## src/rtl/repl_steer_pkg.sv

```systemverilog
package repl_steer_pkg;

    // Steering selector layout: bit 6 broadcast, [5:3] instance, [2:0] group
    typedef struct packed {
        logic       bcast;
        logic [2:0] inst;
        logic [2:0] grp;
    } steer_sel_t;

    localparam int SEL_BITS = $bits(steer_sel_t);
    localparam int MAX_PER_FIELD = 8;

endpackage

```

## src/rtl/repl_steer_ctrl.sv

```systemverilog
module repl_steer_ctrl
    import repl_steer_pkg::*;
(
    input  logic                clk,
    input  logic                rst_n,
    input  logic                acc,
    input  logic                wr,
    input  logic                agent,
    input  logic                hit_sel,
    input  logic                hit_lock,
    input  logic [SEL_BITS-1:0] sel_wdata,
    input  logic                wdata_zero,
    output steer_sel_t          sel,
    output logic                lock_grant
);

    typedef struct packed {
        steer_sel_t sel;
        logic       busy;
        logic       owner;
    } ctrl_st_t;

    ctrl_st_t st_d, st_q;
    logic     is_owner;

    always_comb begin
        st_d       = st_q;
        is_owner   = st_q.busy && (st_q.owner == agent);
        lock_grant = acc && !wr && hit_lock && !st_q.busy;
        if (lock_grant) begin
            st_d.busy  = 1'b1;
            st_d.owner = agent;
        end
        if (acc && wr && hit_lock && is_owner && wdata_zero) begin
            st_d.busy = 1'b0;
        end
        if (acc && wr && hit_sel && is_owner) begin
            st_d.sel = steer_sel_t'(sel_wdata);
        end
    end

    always_ff @(posedge clk or negedge rst_n) begin
        if (!rst_n) st_q <= '0;
        else        st_q <= st_d;
    end

    assign sel = st_q.sel;


    non_owner_sel_chk: assert property (@(posedge clk) disable iff (!rst_n)
        (acc && wr && hit_sel && !(st_q.busy && st_q.owner == agent)) |=> $stable(st_q.sel));


    held_lock_chk: assert property (@(posedge clk) disable iff (!rst_n)
        (acc && !wr && hit_lock && st_q.busy) |=> (st_q.busy && $stable(st_q.owner)));


    grant_owner_chk: assert property (@(posedge clk) disable iff (!rst_n)
        lock_grant |=> (st_q.busy && st_q.owner == $past(agent)));

endmodule

```

## src/rtl/repl_store.sv

```systemverilog
module repl_store #(
    parameter int NUM_REGS  = 2,
    parameter int NUM_SLOTS = 16,
    parameter int DATA_W    = 32,
    parameter int REG_W     = 1,
    parameter int IDX_W     = 4
) (
    input  logic                 clk,
    input  logic                 rst_n,
    input  logic                 wr_en,
    input  logic                 bcast,
    input  logic [REG_W-1:0]     reg_idx,
    input  logic [IDX_W-1:0]     tgt_idx,
    input  logic                 tgt_ok,
    input  logic [NUM_SLOTS-1:0] avail,
    input  logic [DATA_W-1:0]    wdata,
    output logic [DATA_W-1:0]    rdata
);

    typedef struct packed {
        logic [NUM_REGS-1:0][NUM_SLOTS-1:0][DATA_W-1:0] mem;
    } store_st_t;

    store_st_t st_d, st_q;

    always_comb begin
        st_d = st_q;
        if (wr_en) begin
            for (int k = 0; k < NUM_SLOTS; k++) begin
                if (avail[k] && (bcast || (tgt_ok && IDX_W'(k) == tgt_idx))) begin
                    st_d.mem[reg_idx][k] = wdata;
                end
            end
        end
        rdata = (tgt_ok && avail[tgt_idx]) ? st_q.mem[reg_idx][tgt_idx] : '0;
    end

    always_ff @(posedge clk or negedge rst_n) begin
        if (!rst_n) st_q <= '0;
        else        st_q <= st_d;
    end

    for (genvar r = 0; r < NUM_REGS; r++) begin : g_reg
        for (genvar k = 0; k < NUM_SLOTS; k++) begin : g_slot

            gated_copy_hold_chk: assert property (@(posedge clk) disable iff (!rst_n)
                !avail[k] |=> $stable(st_q.mem[r][k]));
        end
    end

endmodule

```

## src/rtl/repl_reg_steer.sv

```systemverilog
module repl_reg_steer
    import repl_steer_pkg::*;
#(
    parameter int NUM_GROUPS = 4,
    parameter int NUM_INST   = 4,
    parameter int NUM_REGS   = 2,
    parameter int DATA_W     = 32,
    parameter int ADDR_W     = 4
) (
    input  logic                           clk,
    input  logic                           rst_n,
    input  logic                           req_valid,
    output logic                           req_ready,
    input  logic                           req_write,
    input  logic                           req_agent,
    input  logic [ADDR_W-1:0]              req_addr,
    input  logic [DATA_W-1:0]              req_wdata,
    input  logic [NUM_GROUPS*NUM_INST-1:0] avail_mask,
    output logic                           rsp_valid,
    output logic [DATA_W-1:0]              rsp_rdata
);

    localparam int NUM_SLOTS = NUM_GROUPS * NUM_INST;
    localparam int IDX_W     = (NUM_SLOTS > 1) ? $clog2(NUM_SLOTS) : 1;
    localparam int REG_W     = (NUM_REGS > 1) ? $clog2(NUM_REGS) : 1;
    localparam logic [ADDR_W-1:0] SEL_ADDR   = ADDR_W'(0);
    localparam logic [ADDR_W-1:0] LOCK_ADDR  = ADDR_W'(1);
    localparam logic [ADDR_W-1:0] REPL_BASE  = ADDR_W'(2);

    typedef struct packed {
        logic              vld;
        logic [DATA_W-1:0] rdata;
    } rsp_st_t;

    rsp_st_t           rsp_d, rsp_q;
    logic              fire, hit_sel, hit_lock, hit_repl, tgt_ok, lock_grant;
    logic [ADDR_W-1:0] repl_off;
    logic [REG_W-1:0]  reg_idx;
    logic [IDX_W-1:0]  tgt_idx;
    logic [DATA_W-1:0] store_rdata;
    steer_sel_t        sel;

    assign req_ready = !rsp_q.vld;
    assign fire      = req_valid && req_ready;
    assign hit_sel   = (req_addr == SEL_ADDR);
    assign hit_lock  = (req_addr == LOCK_ADDR);
    assign repl_off  = req_addr - REPL_BASE;
    assign hit_repl  = (req_addr >= REPL_BASE) && (int'(repl_off) < NUM_REGS);
    assign reg_idx   = REG_W'(repl_off);
    assign tgt_ok    = (int'(sel.grp) < NUM_GROUPS) && (int'(sel.inst) < NUM_INST);
    assign tgt_idx   = IDX_W'(int'(sel.grp) * NUM_INST + int'(sel.inst));

    repl_steer_ctrl u_ctrl (
        .clk        (clk),
        .rst_n      (rst_n),
        .acc        (fire),
        .wr         (req_write),
        .agent      (req_agent),
        .hit_sel    (hit_sel),
        .hit_lock   (hit_lock),
        .sel_wdata  (req_wdata[SEL_BITS-1:0]),
        .wdata_zero (req_wdata == '0),
        .sel        (sel),
        .lock_grant (lock_grant)
    );

    repl_store #(
        .NUM_REGS  (NUM_REGS),
        .NUM_SLOTS (NUM_SLOTS),
        .DATA_W    (DATA_W),
        .REG_W     (REG_W),
        .IDX_W     (IDX_W)
    ) u_store (
        .clk     (clk),
        .rst_n   (rst_n),
        .wr_en   (fire && req_write && hit_repl),
        .bcast   (sel.bcast),
        .reg_idx (reg_idx),
        .tgt_idx (tgt_idx),
        .tgt_ok  (tgt_ok),
        .avail   (avail_mask),
        .wdata   (req_wdata),
        .rdata   (store_rdata)
    );

    always_comb begin
        rsp_d.vld   = fire;
        rsp_d.rdata = '0;
        if (fire && !req_write) begin
            if (hit_sel)       rsp_d.rdata = DATA_W'(sel);
            else if (hit_lock) rsp_d.rdata = DATA_W'(lock_grant);
            else if (hit_repl) rsp_d.rdata = store_rdata;
        end
    end

    always_ff @(posedge clk or negedge rst_n) begin
        if (!rst_n) rsp_q <= '0;
        else        rsp_q <= rsp_d;
    end

    assign rsp_valid = rsp_q.vld;
    assign rsp_rdata = rsp_q.rdata;


    rsp_next_cycle_chk: assert property (@(posedge clk) disable iff (!rst_n)
        fire |=> rsp_valid);


    rsp_single_chk: assert property (@(posedge clk) disable iff (!rst_n)
        rsp_valid |=> !rsp_valid);


    terminated_read_zero_chk: assert property (@(posedge clk) disable iff (!rst_n)
        (fire && !req_write && hit_repl && !(tgt_ok && avail_mask[tgt_idx])) |=> (rsp_rdata == '0));


    unmapped_read_zero_chk: assert property (@(posedge clk) disable iff (!rst_n)
        (fire && !req_write && !hit_sel && !hit_lock && !hit_repl) |=> (rsp_rdata == '0));

endmodule

```

## config.mk

```make
export PLATFORM = sky130hd
export DESIGN_NAME = repl_reg_steer
export DESIGN_NICKNAME = d
export VERILOG_FILES = /design/src/rtl/repl_steer_pkg.sv /design/src/rtl/repl_steer_ctrl.sv /design/src/rtl/repl_store.sv /design/src/rtl/repl_reg_steer.sv
export SDC_FILE = /design/constraint.sdc
export NUM_CORES = 2
export LEC_CHECK = 0
export BUFFER_PORTS_ARGS = -buffer_cell sky130_fd_sc_hd__buf_2
export CORE_AREA = 2 2 377 379
export DETAILED_ROUTE_END_ITERATION = 8
export DIE_AREA = 0 0 379 381
export PLACE_DENSITY = 0.48
export SLEW_MARGIN = 25
export SYNTH_ARGS = -nofsm -noshare
export SYNTH_HDL_FRONTEND = slang
export SYNTH_SLANG_ARGS = --single-unit
```

## constraint.sdc

```tcl
create_clock -name clk -period 5.55 [get_ports clk]
set_clock_uncertainty 0.15 [all_clocks]
set_input_delay 0.8325 -clock clk [delete_from_list [all_inputs] [get_ports clk]]
set_output_delay 0.8325 -clock clk [all_outputs]
set_load 0.01 [all_outputs]
```

==> run summary <==
Run status
• **outcome** completed

Power and ir drop
• **power density over the cells** 311 nW/µm²
• **Design Power** 17.2 mW
• **leakage power summed over all cells** 26.3 nW
• **worst ir drop on vdd** 0.259 mV

Layout
• **share of layout cells above drive strength 1** 0.528
• **final net count** 3102
• **area overhead of the layout relative to synthesis** 13.2%

Yosys
• **Cell Area, Synth** 48800 µm²
• **mux contribution to synthesized area** 0.394
• **synthesized-area fraction occupied by adder cells** 0.000513
• **share of synthesized registers carrying an async set or reset** 1.00
• **synthesized instance count** 3043
• **ys flop type** sky130_fd_sc_hd__dfrtp_1
• **largest family of logic cells by synthesized area** multiplexers
• **number of synthesized flops with an enable pin** 0
• **Compound-Gate Fraction of Synth Area** 0.0126
• **count of synthesis-stage warnings from yosys** 0
• **distinct cell type count after synthesis** 40
• **sequential cell area fraction in the yosys report** 0.547
• **post-synthesis xor/xnor area fraction** 0.000718
• **average instance area after synthesis** 16.0 µm²
• **total nets after synthesis** 3102
• **share of synthesized cell area in and, or, nand and nor gates** 0.0159
• **number of synthesized register bits** 1066

Clocking
• **Resized Gates After CTS** 0
• **Setup Fix Bufs, Post-CTS** 0
• **number of hold buffers added after cts** 0
• **number of buffers created by CTS** 121
• **Num Clock Sinks** 1066
• **CTS tree** done
• **number of levels in the clock H-tree** 3
• **clock transition at the registers of the reported paths** 60 ps
• **buffer levels on the longest clock path** 3
• **clock root buffer** sky130_fd_sc_hd__clkbuf_16
• **source-to-sink clock delay at the later pin of the worst-skew pair** 720 ps

STA
• **number of pins exceeding their max-slew limit in the final report** 0
• **Tcrit/Tclk final** 0.722
• **setup total negative slack** 0 ps
• **maximum clock frequency** 249 MHz
• **transition time at the pin with the least slew margin** 1030 ps
• **worst hold slack after final layout** 39.4 ps
• **clock period minus worst slack** 4010 ps
• **setup violators final** 0
• **worst slew margin relative to its limit** 0.314
• **Final Hold Fails** 0
• **RSZ-0062 raised after global routing** no

Place
• **sum of net half-perimeters after detailed placement** 77500 µm
• **number of port buffers** 90
• **Placer Congestion** 0.808

Critical path
• **nature of the critical path startpoint** register
• **CP dominant cell by count** sky130_fd_sc_hd__buf_4
• **slowest cell delay on critical path** 630 ps
• **maximum net fanout on the critical path** 32
• **cell breakdown of the critical path** ha_1 -> xor2_1 -> nand2_2 -> buf_4 -> nor2_1 -> o21ai_1 -> nor2_4 -> buf_4 -> mux2_2
• **critical path capture point type** register
• **CP arrival** 4450 ps
• **number of buffer and inverter instances along the worst setup path** 2
• **Crit Path Category** register to register
• **CP delay by family, top** buffers and inverters
• **CP max-delay cell** sky130_fd_sc_hd__nand2_2
• **required time of the critical path** 5990 ps

Die
• **count of boundary I/O pins** 91
• **die height** 381 µm
• **row count** 138
• **chip width** 379 µm
• **core area** 141000 µm²
• **starting density of the core** 0.347
• **Die Footprint** 144000 µm²

Global route
• **maximum number of pins on one net before global-route repair** 151
• **GRT Overall Usage** 0.196
• **wire length of the first global-routing pass** 208000 µm
• **initial antenna violation count** 6
• **total congestion overflow after global routing** 0
• **number of global-route vias before repair** 30100

Detailed routing
• **WL per Instance** 27.7 µm
• **wire length reported by the detailed router** 139000 µm
• **number of DRC markers after the initial detailed-route iteration** 1619
• **residual DRC count** 0
• **length of the first detailed-routing pass in iterations** 5
• **post-route ant nets** 0
• **vias after detailed routing** 27000
• **DR vias/cell** 5.37

Worst hold path
• **type of the most critical hold path** input port to async pin

Run
• **max capacitance violation total** 0

[final cells by class]
cell class,instances,area [µm²]
clock inverter,38,487
inverter,3,11.3
tap,1890,2360
sequential,1066,26700
antenna,1,2.50
multi-input combinational,1687,20800
timing repair buffer,164,1210
clock buffer,185,3670
fill,12900,85300
[per-layer routing]
metal / GRT usage / wire [µm]
met3: 0.0312 / 5800
met5: 0 / 0
met4: 0.0577 / 3250
met1: 0.273 / 63700
met2: 0.314 / 66600
[sequential cells by signal, summed over array words and instances, names as in the netlist]
signal / count
u_ctrl.sel: 7
u_ctrl.st_q: 2
rsp_rdata: 32
u_store.st_q: 1024
rsp_valid: 1
[cell usage after synthesis, drive strengths merged, types with 3 or more instances]
| cell | count | area (µm²) |
|---|---|---|
| a21oi | 3 | 15.0 |
| a22oi | 6 | 45.0 |
| and2 | 3 | 18.8 |
| buf | 170 | 1010 |
| clkbuf | 117 | 439 |
| dfrtp | 1066 | 26700 |
| inv | 3 | 11.3 |
| mux2 | 1032 | 12100 |
| mux2i | 136 | 1360 |
| mux4 | 254 | 5720 |
| nand2 | 33 | 184 |
| nand2b | 4 | 25.0 |
| nand3 | 5 | 30.0 |
| nor2 | 96 | 380 |
| nor2b | 4 | 25.0 |
| nor4 | 10 | 62.6 |
| o21a | 8 | 60.1 |
| o21ai | 14 | 70.1 |
| o22ai | 62 | 388 |
[power by group]
group	internal, mW	switching (mW)	leakage (nW)	total [mW]
logic	0.322	0.611	9.41	0.933
registers	7.87	0.0666	14.9	7.94
clock network	5.03	3.27	2.07	8.30
total	13.2	3.95	26.3	17.2
[cell usage in the layout, fill, tap and decap left out, types with 3 or more instances in the layout]
cell type | Yosys | routed
sky130_fd_sc_hd__o21a_1 | 8 | 8
sky130_fd_sc_hd__and2_1 | 3 | 3
sky130_fd_sc_hd__mux2_1 | 27 | 27
sky130_fd_sc_hd__clkbuf_8 | 0 | 34
sky130_fd_sc_hd__nor2_1 | 88 | 80
sky130_fd_sc_hd__o22ai_1 | 62 | 62
sky130_fd_sc_hd__clkbuf_16 | 0 | 124
sky130_fd_sc_hd__buf_12 | 0 | 15
sky130_fd_sc_hd__o21ai_0 | 6 | 6
sky130_fd_sc_hd__mux2_2 | 866 | 866
sky130_fd_sc_hd__clkbuf_1 | 117 | 27
sky130_fd_sc_hd__nor2b_1 | 4 | 4
sky130_fd_sc_hd__o21ai_1 | 8 | 8
sky130_fd_sc_hd__mux2i_1 | 136 | 136
sky130_fd_sc_hd__clkinv_2 | 0 | 23
sky130_fd_sc_hd__nand2_1 | 25 | 15
sky130_fd_sc_hd__a22oi_1 | 6 | 6
sky130_fd_sc_hd__mux4_2 | 254 | 254
sky130_fd_sc_hd__nand3_1 | 4 | 3
sky130_fd_sc_hd__buf_2 | 124 | 88
sky130_fd_sc_hd__dfrtp_1 | 1066 | 1064
sky130_fd_sc_hd__bufinv_16 | 0 | 11
sky130_fd_sc_hd__nor4_1 | 10 | 10
sky130_fd_sc_hd__nand2_4 | 8 | 10
sky130_fd_sc_hd__buf_4 | 9 | 59
sky130_fd_sc_hd__nor2_4 | 0 | 16
sky130_fd_sc_hd__a21oi_1 | 3 | 3
sky130_fd_sc_hd__nand2_2 | 0 | 8
sky130_fd_sc_hd__inv_1 | 3 | 3
sky130_fd_sc_hd__mux2_4 | 139 | 139
[through the flow]
| stage | worst slack, ps | cells | instance area (µm²) | utilization |
|---|---|---|---|---|
| 2_1_floorplan | 2630 | 3043 | 48800 | - |
| 3_3_place_gp | 1430 | 4810 | 51100 | 0.364 |
| 3_5_place_dp | 1450 | 4810 | 51100 | 0.364 |
| 4_1_cts | 1570 | 5033 | 55300 | 0.393 |
| 5_1_grt | 1420 | 5034 | 55300 | 0.393 |
| 6_report | 1540 | 5034 | 55300 | 0.393 |
[kinds of logic after synthesis]
logic type,after synthesis
AO/OA/AOI/OAI,98
flip-flops,1066
AND/OR/NAND/NOR,161
XOR/XNOR,4
buffers and inverters,290
multiplexers,1422
adder cells (fa/ha/maj),2
[path summary, 6_finish.rpt]
check / startpoint / to / slack [ps] / cells past startpoint
hold reg to reg: rsp_valid$_DFF_PN0_ / rsp_valid$_DFF_PN0_ / 330 / 1
setup reg to reg: u_ctrl.sel[5]$_DFFE_PN0P_ / u_store.st_q[429]$_DFFE_PN0P_ / 1540 / 9
hold / removal: rst_n / u_store.st_q[132]$_DFFE_PN0P_ / 40 / 1
setup / recovery: u_ctrl.sel[5]$_DFFE_PN0P_ / u_store.st_q[429]$_DFFE_PN0P_ / 1540 / 9
min in group clk: req_agent / u_ctrl.st_q[0]$_DFFE_PN0N_ / 230 / 2
max in group asynchronous: rst_n / u_store.st_q[80]$_DFFE_PN0P_ / 3700 / 2
Note: power is estimated with default switching activity, not from simulation.
